--- src/rtl/i2ct_pkg.sv ---
// Shared types and constants for the I2C target address front end.
// Assumes an 8-bit byte and the fixed 10-bit first-byte prefix.
package i2ct_pkg;
    localparam int BYTE_W = 8;
    localparam logic [4:0] TEN_PREFIX = 5'b11110;

    typedef enum logic [2:0] {
        ST_IDLE,
        ST_ADDR1,
        ST_ADDR2,
        ST_RXB,
        ST_ACKO,
        ST_TXB,
        ST_ACKI,
        ST_PARK
    } tgt_state_e;
endpackage

--- src/rtl/i2ct_line_sync.sv ---
// Multi-stage synchronizer for the bus wires.
// Assumes idle-high lines, so every stage resets to 1.
module i2ct_line_sync #(
    parameter int STAGES = 2,
    parameter int LINES  = 2
) (
    input  logic             clk,
    input  logic             rst_n,
    input  logic [LINES-1:0] raw,
    output logic [LINES-1:0] sync
);
    generate
        for (genvar g = 0; g < LINES; g++) begin : g_line
            logic [STAGES-1:0] chain;
            // shift each wire through its own chain of flops
            always_ff @(posedge clk) begin
                if (!rst_n) chain <= '1;
                else        chain <= {chain[STAGES-2:0], raw[g]};
            end
            assign sync[g] = chain[STAGES-1];
        end
    endgenerate
endmodule

--- src/rtl/i2ct_bus_events.sv ---
// Derives SCL edges and START/STOP conditions from synchronized wires.
// Assumes both inputs come out of the same synchronizer depth.
module i2ct_bus_events (
    input  logic clk,
    input  logic rst_n,
    input  logic scl_s,
    input  logic sda_s,
    output logic scl_rise,
    output logic scl_fall,
    output logic start_evt,
    output logic stop_evt
);
    logic scl_p, sda_p;

    // hold the previous synchronized samples
    always_ff @(posedge clk) begin
        if (!rst_n) begin
            scl_p <= 1'b1;
            sda_p <= 1'b1;
        end else begin
            scl_p <= scl_s;
            sda_p <= sda_s;
        end
    end

    // edge and condition decode
    always_comb begin
        scl_rise  = scl_s & ~scl_p;
        scl_fall  = ~scl_s & scl_p;
        start_evt = scl_s & scl_p & sda_p & ~sda_s;
        stop_evt  = scl_s & scl_p & ~sda_p & sda_s;
    end
endmodule

--- src/rtl/i2ct_addr_match.sv ---
// Decides acknowledge and next phase for a completed address byte.
// Assumes ADDR_W >= 10; 7-bit mode uses own_addr[6:0].
module i2ct_addr_match
    import i2ct_pkg::*;
#(
    parameter int ADDR_W = 10
) (
    input  logic [BYTE_W-1:0] rx_byte,
    input  logic [ADDR_W-1:0] own_addr,
    input  logic              ten_bit_mode,
    input  logic              second_byte,
    input  logic              hi_match,
    output logic              m_ack,
    output logic              m_read,
    output logic              m_set_hi,
    output logic              m_clr_hi,
    output tgt_state_e        m_next
);
    localparam int HI = ADDR_W - 1;

    logic upper_ok;
    assign upper_ok = (rx_byte[7:3] == TEN_PREFIX) && (rx_byte[2:1] == own_addr[HI -: 2]);

    // address comparison for first and second byte
    always_comb begin
        m_ack    = 1'b0;
        m_read   = 1'b0;
        m_set_hi = 1'b0;
        m_clr_hi = 1'b0;
        m_next   = ST_PARK;
        if (second_byte) begin
            if (rx_byte == own_addr[7:0]) begin
                m_ack    = 1'b1;
                m_set_hi = 1'b1;
                m_next   = ST_RXB;
            end else begin
                m_clr_hi = 1'b1;
            end
        end else if (ten_bit_mode) begin
            if (upper_ok && !rx_byte[0]) begin
                m_ack  = 1'b1;
                m_next = ST_ADDR2;
            end else if (upper_ok && hi_match) begin
                m_ack  = 1'b1;
                m_read = 1'b1;
                m_next = ST_TXB;
            end else begin
                m_clr_hi = 1'b1;
            end
        end else if (rx_byte[7:1] == own_addr[6:0]) begin
            m_ack  = 1'b1;
            m_read = rx_byte[0];
            m_next = rx_byte[0] ? ST_TXB : ST_RXB;
        end
    end
endmodule

--- src/rtl/i2ct_byte_engine.sv ---
// Bit/byte sequencer: shifts address and data, drives ACK and transmit bits.
// Assumes SCL low time spans several system clocks; SDA changes on SCL low.
module i2ct_byte_engine
    import i2ct_pkg::*;
#(
    parameter int ADDR_W = 10
) (
    input  logic              clk,
    input  logic              rst_n,
    input  logic              scl_hi,
    input  logic              sda_now,
    input  logic              scl_rise,
    input  logic              scl_fall,
    input  logic              start_evt,
    input  logic              stop_evt,
    input  logic [ADDR_W-1:0] own_addr,
    input  logic              ten_bit_mode,
    output logic              sda_drive,
    output logic [BYTE_W-1:0] rx_data,
    output logic              rx_valid,
    input  logic              rx_ready,
    input  logic [BYTE_W-1:0] tx_data,
    output logic              tx_req,
    output logic              addressed,
    output logic              dir_read
);
    localparam int CNT_W = $clog2(BYTE_W + 1);
    localparam logic [CNT_W-1:0] LAST = CNT_W'(BYTE_W);

    tgt_state_e        state, after_ack, m_next;
    logic [CNT_W-1:0]  cnt;
    logic [BYTE_W-1:0] shreg, txsh;
    logic              hi_match, ctl_nack;
    logic              m_ack, m_read, m_set_hi, m_clr_hi;
    logic              byte_done;

    assign byte_done = (cnt == LAST);

    i2ct_addr_match #(.ADDR_W(ADDR_W)) u_match (
        .rx_byte     (shreg),
        .own_addr    (own_addr),
        .ten_bit_mode(ten_bit_mode),
        .second_byte (state == ST_ADDR2),
        .hi_match    (hi_match),
        .m_ack       (m_ack),
        .m_read      (m_read),
        .m_set_hi    (m_set_hi),
        .m_clr_hi    (m_clr_hi),
        .m_next      (m_next)
    );

    // main sequencer: bus conditions first, then per-state bit handling
    always_ff @(posedge clk) begin
        if (!rst_n) begin
            state     <= ST_IDLE;
            after_ack <= ST_PARK;
            cnt       <= '0;
            shreg     <= '0;
            txsh      <= '0;
            hi_match  <= 1'b0;
            ctl_nack  <= 1'b1;
            sda_drive <= 1'b0;
            rx_data   <= '0;
            rx_valid  <= 1'b0;
            tx_req    <= 1'b0;
            addressed <= 1'b0;
            dir_read  <= 1'b0;
        end else begin
            rx_valid <= 1'b0;
            tx_req   <= 1'b0;
            if (stop_evt) begin
                state     <= ST_IDLE;
                cnt       <= '0;
                sda_drive <= 1'b0;
                hi_match  <= 1'b0;
                addressed <= 1'b0;
                dir_read  <= 1'b0;
            end else if (start_evt) begin
                state     <= ST_ADDR1;
                cnt       <= '0;
                sda_drive <= 1'b0;
                addressed <= 1'b0;
                dir_read  <= 1'b0;
            end else begin
                case (state)
                    ST_ADDR1, ST_ADDR2, ST_RXB: begin
                        if (scl_rise && !byte_done) begin
                            shreg <= {shreg[BYTE_W-2:0], sda_now};
                            cnt   <= cnt + 1'b1;
                        end
                        if (scl_fall && byte_done) begin
                            cnt   <= '0;
                            state <= ST_ACKO;
                            if (state == ST_RXB) begin
                                sda_drive <= rx_ready;
                                rx_valid  <= rx_ready;
                                rx_data   <= shreg;
                                after_ack <= ST_RXB;
                            end else begin
                                sda_drive <= m_ack;
                                after_ack <= m_next;
                                if (m_set_hi) hi_match <= 1'b1;
                                if (m_clr_hi) hi_match <= 1'b0;
                                if (m_next == ST_RXB || m_next == ST_TXB) begin
                                    addressed <= 1'b1;
                                    dir_read  <= m_read;
                                end
                            end
                        end
                    end
                    ST_ACKO: begin
                        if (scl_fall) begin
                            cnt       <= '0;
                            state     <= after_ack;
                            sda_drive <= 1'b0;
                            if (after_ack == ST_TXB) begin
                                txsh      <= tx_data;
                                sda_drive <= ~tx_data[BYTE_W-1];
                                tx_req    <= 1'b1;
                            end
                        end
                    end
                    ST_TXB: begin
                        if (scl_rise && !byte_done) cnt <= cnt + 1'b1;
                        if (scl_fall) begin
                            if (byte_done) begin
                                sda_drive <= 1'b0;
                                cnt       <= '0;
                                state     <= ST_ACKI;
                            end else begin
                                txsh      <= {txsh[BYTE_W-2:0], 1'b0};
                                sda_drive <= ~txsh[BYTE_W-2];
                            end
                        end
                    end
                    ST_ACKI: begin
                        if (scl_rise) ctl_nack <= sda_now;
                        if (scl_fall) begin
                            if (!ctl_nack) begin
                                txsh      <= tx_data;
                                sda_drive <= ~tx_data[BYTE_W-1];
                                tx_req    <= 1'b1;
                                state     <= ST_TXB;
                            end else begin
                                state     <= ST_PARK;
                                addressed <= 1'b0;
                                dir_read  <= 1'b0;
                            end
                        end
                    end
                    default: ;
                endcase
            end
        end
    end

    // STOP must leave the bus released and the selection cleared
    assert_stop_release_R11: assert property (@(posedge clk) disable iff (!rst_n)
        stop_evt |=> (!sda_drive && !addressed && !dir_read));

    // the remembered 10-bit match never outlives a STOP
    assert_stop_clears_match_R10: assert property (@(posedge clk) disable iff (!rst_n)
        stop_evt |=> !hi_match);

    // SDA is only ever changed while SCL is low
    assert_drive_scl_low_R2: assert property (@(posedge clk) disable iff (!rst_n)
        (sda_drive != $past(sda_drive)) |-> !scl_hi);

    // a delivered byte implies the receiver was ready
    assert_rx_needs_ready_R6: assert property (@(posedge clk) disable iff (!rst_n)
        rx_valid |-> $past(rx_ready));

    // transmit bytes are only requested in a read phase
    assert_txreq_in_read_R4: assert property (@(posedge clk) disable iff (!rst_n)
        tx_req |-> (dir_read && addressed));
endmodule

--- src/rtl/i2ct_addr_front.sv ---
// Top of the I2C target front end: synchronizer, bus event decode and
// byte sequencer. Assumes external pull-ups; sda_oe=1 pulls SDA low.
module i2ct_addr_front
    import i2ct_pkg::*;
#(
    parameter int ADDR_W      = 10,
    parameter int SYNC_STAGES = 2
) (
    input  logic              clk,
    input  logic              rst_n,
    input  logic              scl_i,
    input  logic              sda_i,
    output logic              sda_oe,
    input  logic [ADDR_W-1:0] own_addr,
    input  logic              ten_bit_mode,
    output logic [BYTE_W-1:0] rx_data,
    output logic              rx_valid,
    input  logic              rx_ready,
    input  logic [BYTE_W-1:0] tx_data,
    output logic              tx_req,
    output logic              addressed,
    output logic              dir_read
);
    logic [1:0] lines_s;
    logic       scl_rise, scl_fall, start_evt, stop_evt;

    i2ct_line_sync #(.STAGES(SYNC_STAGES), .LINES(2)) u_sync (
        .clk  (clk),
        .rst_n(rst_n),
        .raw  ({sda_i, scl_i}),
        .sync (lines_s)
    );

    i2ct_bus_events u_events (
        .clk      (clk),
        .rst_n    (rst_n),
        .scl_s    (lines_s[0]),
        .sda_s    (lines_s[1]),
        .scl_rise (scl_rise),
        .scl_fall (scl_fall),
        .start_evt(start_evt),
        .stop_evt (stop_evt)
    );

    i2ct_byte_engine #(.ADDR_W(ADDR_W)) u_engine (
        .clk         (clk),
        .rst_n       (rst_n),
        .scl_hi      (lines_s[0]),
        .sda_now     (lines_s[1]),
        .scl_rise    (scl_rise),
        .scl_fall    (scl_fall),
        .start_evt   (start_evt),
        .stop_evt    (stop_evt),
        .own_addr    (own_addr),
        .ten_bit_mode(ten_bit_mode),
        .sda_drive   (sda_oe),
        .rx_data     (rx_data),
        .rx_valid    (rx_valid),
        .rx_ready    (rx_ready),
        .tx_data     (tx_data),
        .tx_req      (tx_req),
        .addressed   (addressed),
        .dir_read    (dir_read)
    );

    // START and STOP cannot be seen in the same cycle
    assert_events_exclusive_R11: assert property (@(posedge clk) disable iff (!rst_n)
        $onehot0({start_evt, stop_evt}));
endmodule

--- config.mk ---
export PLATFORM = sky130hd
export DESIGN_NAME = i2ct_addr_front
export DESIGN_NICKNAME = d
export VERILOG_FILES = /design/src/rtl/i2ct_pkg.sv /design/src/rtl/i2ct_line_sync.sv /design/src/rtl/i2ct_bus_events.sv /design/src/rtl/i2ct_addr_match.sv /design/src/rtl/i2ct_byte_engine.sv /design/src/rtl/i2ct_addr_front.sv
export SDC_FILE = /design/constraint.sdc
export NUM_CORES = 1
export LEC_CHECK = 0
export BUFFER_PORTS_ARGS = -buffer_cell sky130_fd_sc_hd__buf_2
export CORE_MARGIN = 2
export CORE_UTILIZATION = 40
export DETAILED_ROUTE_END_ITERATION = 10
export GPL_ROUTABILITY_DRIVEN = 0
export PLACE_DENSITY = 0.7
export SLEW_MARGIN = 10
export SYNTH_ARGS = -nofsm -noshare
export SYNTH_HDL_FRONTEND = slang
export SYNTH_SLANG_ARGS = --single-unit
--- constraint.sdc ---
create_clock -name clk -period 4.65 [get_ports clk]
set_clock_uncertainty 0.2 [all_clocks]
set_input_delay 0 -clock clk [delete_from_list [all_inputs] [get_ports clk]]
set_output_delay 0 -clock clk [all_outputs]
set_load 0.01 [all_outputs]
**Word level (Yosys, flattened, before mapping)**

Cells that the tools add are included.

- Register bits after elaboration: 46
- Latch bits: 0
- RAM bits: 0
- Memory bits (read-only): 0
- Input bits: 24
- Output and inout port bits: 13
- Word-level logic and storage cells: 168
- Memories kept: 0

- Add/sub/neg operators: 1
- Multipliers: 0
- Div/mod/pow operators: 0
- $lt $le $gt $ge: 0
- Equal/unequal tests: 30
- Shift operators: 0
- Mux-type cells: 71
- Bitwise logic cells: 19
- Reductions and logical operators: 29

Operators by type and width:

| cell | number |
|---|---|
| 2-to-1 mux 7 bit | 6 |
| 2-to-1 mux 1 bit | 39 |
| 2-to-1 mux 3 bit | 12 |
| AND reduction 6 bit | 4 |
| case mux 7 bit (3 select lines) | 1 |
| 2-to-1 mux 4 bit | 5 |
| inequality test 2 x 1 -> 1 bit (second input constant) | 8 |
| equality test 3 bit (second input constant) | 5 |
| inequality test 3 x 2 -> 1 bit (second input constant) | 5 |
| inverter 1 bit | 12 |
| case mux 3 bit (4 select lines) | 1 |
| case mux 4 bit (3 select lines) | 1 |
| AND reduction 4 bit | 3 |
| AND reduction 5 bit | 2 |
| equality test 3 x 2 -> 1 bit (second input constant) | 3 |
| AND reduction 9 bit | 1 |
| equality test 8 bit | 1 |
| AND 1 bit | 7 |
| equality test 7 bit | 1 |
| inequality test 2 bit (second input constant) | 3 |
| case mux 1 bit (2 select lines) | 3 |
| nonzero test 3 bit | 2 |
| OR reduction 3 bit | 2 |
| OR reduction 6 bit | 1 |
| 15 further kinds | 22 |

**Longest topological paths before layout**

- Depth in word-level cells: 13
- Depth in mapped cells: 8

**Modules after synthesis**

Synthesis repeated with hierarchy kept, for this count alone.

- Cells, all modules: 285
- Area total of the unflattened synthesis: 2578.7 um^2

Modules (own cells, without submodules):

| module | times used | cells an instance | area each (um^2) | sequential area each (um^2) |
|---|---|---|---|---|
| i2ct_byte_engine | 1 | 222 | 2033.2 | 800.8 |
| i2ct_addr_match | 1 | 45 | 340.3 | 0.0 |
| i2ct_line_sync | 1 | 10 | 120.1 | 80.1 |
| i2ct_bus_events | 1 | 8 | 85.1 | 40.0 |

**Worst setup path before layout**

OpenSTA, ideal clock, no wires.

- Kind: register to register
- Start point: register u_engine.cnt[0]
- End point: register u_engine.hi_match
- Setup time: 0.121 ns
- Data arrival time: 1.627 ns
- Required time: 4.329 ns
- Slack: 2.701 ns
- Cell stages (with the launch flop): 9
- Period minus slack after synthesis: 1.949 ns
- Cell sequence: dfxtp_1 -> inv_1 -> ha_1 -> nand3b_4 -> nor4_4 -> and2_1 -> a21boi_1 -> mux2i_1 -> nor2_1

- Word-level cells in the longest chain between the ends: 3

Ends and longest elaborated chain:

| item | RTL line | text |
|---|---|---|
| start, declared | i2ct_byte_engine.sv:31 | `logic [CNT_W-1:0] cnt;` |
| start signal, assigned | i2ct_byte_engine.sv:89 | `cnt <= cnt + 1'b1;` |
| start signal, assigned | i2ct_byte_engine.sv:124 | `if (scl_rise && !byte_done) cnt <= cnt + 1'b1;` |
| equality test 4 bit | i2ct_byte_engine.sv:37 | `assign byte_done = (cnt == LAST);` |
| logical AND 1 bit | i2ct_byte_engine.sv:91 | `if (scl_fall && byte_done) begin` |
| AND reduction 5 bit (no source line) | -- |  |
| end signal, assigned | i2ct_byte_engine.sv:60 | `hi_match <= 1'b0;` |
| end signal, assigned | i2ct_byte_engine.sv:102 | `if (m_set_hi) hi_match <= 1'b1;` |
| end signal, assigned | i2ct_byte_engine.sv:103 | `if (m_clr_hi) hi_match <= 1'b0;` |
| end, declared | i2ct_byte_engine.sv:33 | `logic hi_match, ctl_nack;` |

Every way passes these cells.
A chain may end at the register's enable or synchronous reset.

**Worst setup path after layout**

- Start point: register u_engine.state[0]
- End point: register u_engine.txsh[6]

- Word-level cells in the longest chain between the ends: 3
- Elaborated cells on any way between the ends: 12
- Classes of those cells: 9 x eq/ne; 1 x mux; 2 x reduce/logical

Ends and longest elaborated chain:

| item | RTL line | text |
|---|---|---|
| start, declared | i2ct_byte_engine.sv:30 | `tgt_state_e state, after_ack, m_next;` |
| start signal, assigned | i2ct_byte_engine.sv:114 | `state <= after_ack;` |
| equality test 3 bit | i2ct_byte_engine.sv:85 | `case (state)` |
| inequality test 2 bit (no source line), or another cell as far along | -- |  |
| AND reduction 9 bit (no source line) | -- |  |
| end signal, assigned | i2ct_byte_engine.sv:117 | `txsh <= tx_data;` |
| end signal, assigned | i2ct_byte_engine.sv:131 | `txsh <= {txsh[BYTE_W-2:0], 1'b0};` |
| end signal, assigned | i2ct_byte_engine.sv:140 | `txsh <= tx_data;` |
| end, declared | i2ct_byte_engine.sv:32 | `logic [BYTE_W-1:0] shreg, txsh;` |

Parallel ways exist; a longest one is shown, timed or not.

==> qor.csv <==
stage,metric,value,unit
clock_network,clk-insertion-delay-late,0.30,ns
global_routing,grt_pass1_vias,1856,
route,wl,5000,um
placed_design,dp_slack,2.23,ns
floorplan,io_pins,37,
power,p_sw,177,uW
synthesis,synthFlopType,dfxtp_1,
power,swShare,24.9,%
cells_and_area,final_common_cell,dfxtp_1,
synthesis,yosysSeqAreaShare,37.9,%
critical_path,critPathLaunchType,flip-flop,
worst_hold_path,hold-path-cell-count,5,
critical_path,endpoint_kind,flip-flop,
timing,drv_slew,0,
critical_path,reg2reg_to,u_engine.txsh[6],
clock_network,cts_sinks,46,
synthesis,yosys.area.top_type,dfxtp_1,
route,ant_nets,0,
floorplan,rows,28,
worst_hold_path,min_from,own_addr[4],
flow_run,cap_violations,0,
floorplan,start_util,41.3,%
placed_design,portBuffers,36,
cells_and_area,num_antenna_cells,0,
worst_hold_path,worstHoldEndpoint,u_engine.after_ack[2],
timing,hold_viol,0,
timing,fin_tns_setup,0,ns
power,p_per_area,249,nW/um^2
cells_and_area,fin_nets,334,
clock_network,cts.reportedPaths.clkPinSlew,0.09,ns
floorplan,die_w,82.0,um
critical_path,ff2ff_setup_slack,2.17,ns
global_routing,grt_pass1_wl,8530,um
clock_network,clockBufferDepth,2,
route,post_drt_wl_per_cell,13.0,um
synthesis,syn_area_per_cell,9.11,um^2
critical_path,r2r-start,u_engine.state[0],
cells_and_area,final.fill_count,560,
timing,tightest_slew,0.790,ns
critical_path,reg2reg_depth,5,
clock_network,numCtsBuffers,5,
timing,finalCritPeriodShare,53.4,%
clock_network,clock_tree.root_cell,clkbuf_8,
timing,relSlewSlack,47.1,%
worst_hold_path,hp-class,input port to flip-flop,
timing,setup_viol,0,
synthesis,netlist_area,2430,um^2
floorplan,dieArea,6720,um^2
clock_network,cts_resized,0,
critical_path,cp.arrival,2.48,ns
critical_path,worstSetupPathType,flip-flop to flip-flop,
global_routing,grt_max_degree,37,
global_routing,grt_overflow,0,
route,drc,0,
synthesis,ys_seq_elements,46,
global_routing,antenna_found_initial,0,
route,viasPerCell,5.05,
synthesis,syn_inst,267,
cells_and_area,layout_common_cells,"dfxtp_1, buf_2, nand2_1",
synthesis,synth_area_leaders,"dfxtp_1, mux2i_1, nor2b_1",
timing,rsz0062_at_grt,no,
route,initialDrtViolationCount,135,
timing,layout_setup_ws,2.17,ns
power,p_leak,0.00118,uW
synthesis,synth_edf_count,0,
critical_path,critPathRequiredTime,4.65,ns
cells_and_area,syn_to_final_growth,17.6,%
power,power.internal,535,uW
synthesis,yosysWarnings,0,
clock_network,tritoncts,yes,
placed_design,dp_hpwl,3610,um
power,p_clk_share,36.5,%
global_routing,grtUsageTotal,16.3,%
power,vdd_drop_max,0.000155,V
clock_network,htreeDepth,2,
route,dr.pass1.iters,4,
cells_and_area,utilization,48.6,%
power,power.share.combinational,7.5,%
timing,finalWorstPathRequiredPeriod,2.48,ns
synthesis,synth_cell_type_count,58,
power,p_seq_share,56.0,%
cells_and_area,layout-drive-gt1-share,19.1,%
timing,max_clock_freq,403,MHz
synthesis,ys_async_sr_fraction,0,%
synthesis,yosys.area.top_type_share,37.9,%
critical_path,cp_max_fo,14,
run_status,status,completed,
floorplan,core,5890,um^2
floorplan,fp.dieH,82.0,um
synthesis,syn_nets,293,
route,vias,1938,
==> cell type report <==
| type | count | area [um^2] | area share [%] |
|---|---|---|---|
| multi-input combinational | 196 | 1390 | 48.6 |
| sequential | 46 | 921 | 32.2 |
| timing repair buffer | 51 | 330 | 11.6 |
| tap | 75 | 93.8 | 3.28 |
| clock buffer | 5 | 68.8 | 2.41 |
| inverter | 8 | 30.0 | 1.05 |
| clock inverter | 3 | 26.3 | 0.919 |
==> per-layer routing <==
layer  share of wire [%]  track usage [%]  wire (um)
met4                 2.1             7.17        104
met1                  48             21.2       2380
met3                 3.1             3.41        155
met5                   0                0          0
met2                  47             26.1       2360
==> how the worst max path moves through the flow <==
stage                      startpoint                 to  slack (ns)  cells past startpoint
floorplan             u_engine.cnt[0]  u_engine.hi_match        2.70                      8
global placement    u_engine.state[0]   u_engine.txsh[1]        2.32                      5
detailed placement  u_engine.state[0]   u_engine.txsh[6]        2.23                      5
CTS                 u_engine.state[0]   u_engine.txsh[6]        2.18                      5
global route        u_engine.state[0]   u_engine.txsh[5]        1.89                      5
finish              u_engine.state[0]   u_engine.txsh[6]        2.17                      5
==> per-stage QoR <==
step / hold WS (ns) / cell area, um^2 / instances / power [uW]
floorplan: -0.127 / 2430 / 267 / 434
global placement: -0.0180 / 2610 / 361 / 451
detailed placement: -0.0154 / 2610 / 361 / 452
CTS: 0.0310 / 2860 / 384 / 719
global route: 0.0856 / 2860 / 384 / 741
finish: 0.0278 / 2860 / 384 / 712
==> state kept, by name (all words and copies together) (netlist names) <==
name and cells:
u_events.scl_p 1, u_engine.hi_match 1, u_sync.g_line.chain 4, u_engine.sda_drive 1, u_engine.after_ack 3, u_engine.tx_req 1, u_engine.dir_read 1, u_engine.txsh 7
u_engine.state 3, u_engine.shreg 8, u_engine.cnt 4, u_engine.rx_data 8, u_engine.addressed 1, u_engine.ctl_nack 1, u_engine.rx_valid 1, u_events.sda_p 1
==> power groups by stage <==
stage | logic (uW) | clock network (uW) | registers [uW]
floorplan | 27.6 | 0 | 407
global placement | 43.0 | 0 | 408
detailed placement | 43.9 | 0 | 408
CTS | 53.5 | 267 | 399
global route | 59.1 | 282 | 399
finish | 53.4 | 260 | 399
==> critical path: stages, from the launching register on <==
cell     delay, ns
dfxtp_1       0.49
nor2b_1       0.55
a22oi_1       0.18
nor2_1        0.63
nand3_1       0.16
o211a_1       0.17
==> cells in the mapped netlist (2+ instances only) <==
master,instances
nand2b_1,7
o21ai_0,3
o311ai_1,2
mux2i_1,20
a21oi_1,6
xor2_1,15
ha_1,2
inv_1,7
buf_6,2
buf_2,8
nand3_1,15
o211a_1,6
o32ai_1,2
nand2_1,28
nand4_1,2
dfxtp_1,46
nor3_1,2
nor4_4,2
nand3b_1,2
nor2_1,20
and2_1,2
clkbuf_1,5
nor2b_1,21
and3_1,3
xnor2_1,6
==> repair_timing <==
action | 4_1_cts | 5_1_grt
hold buffers | 15 | 0
buffers inserted | 0 | 0
hold endpoints to repair | 20 | 0
==> logic make-up (layout without fill, tap and decap cells) <==
family | Yosys count | after routing | synth area share [%]
adder cells (fa/ha/maj) | 2 | 2 | 1.03
AO/OA/AOI/OAI | 37 | 37 | 12.4
AND/OR/NAND/NOR | 116 | 116 | 27.8
buffers and inverters | 25 | 67 | 5.04
XOR/XNOR | 21 | 21 | 7.57
flip-flops | 46 | 46 | 37.9
multiplexers | 20 | 20 | 8.23
Power figures use the tool's default switching activity.
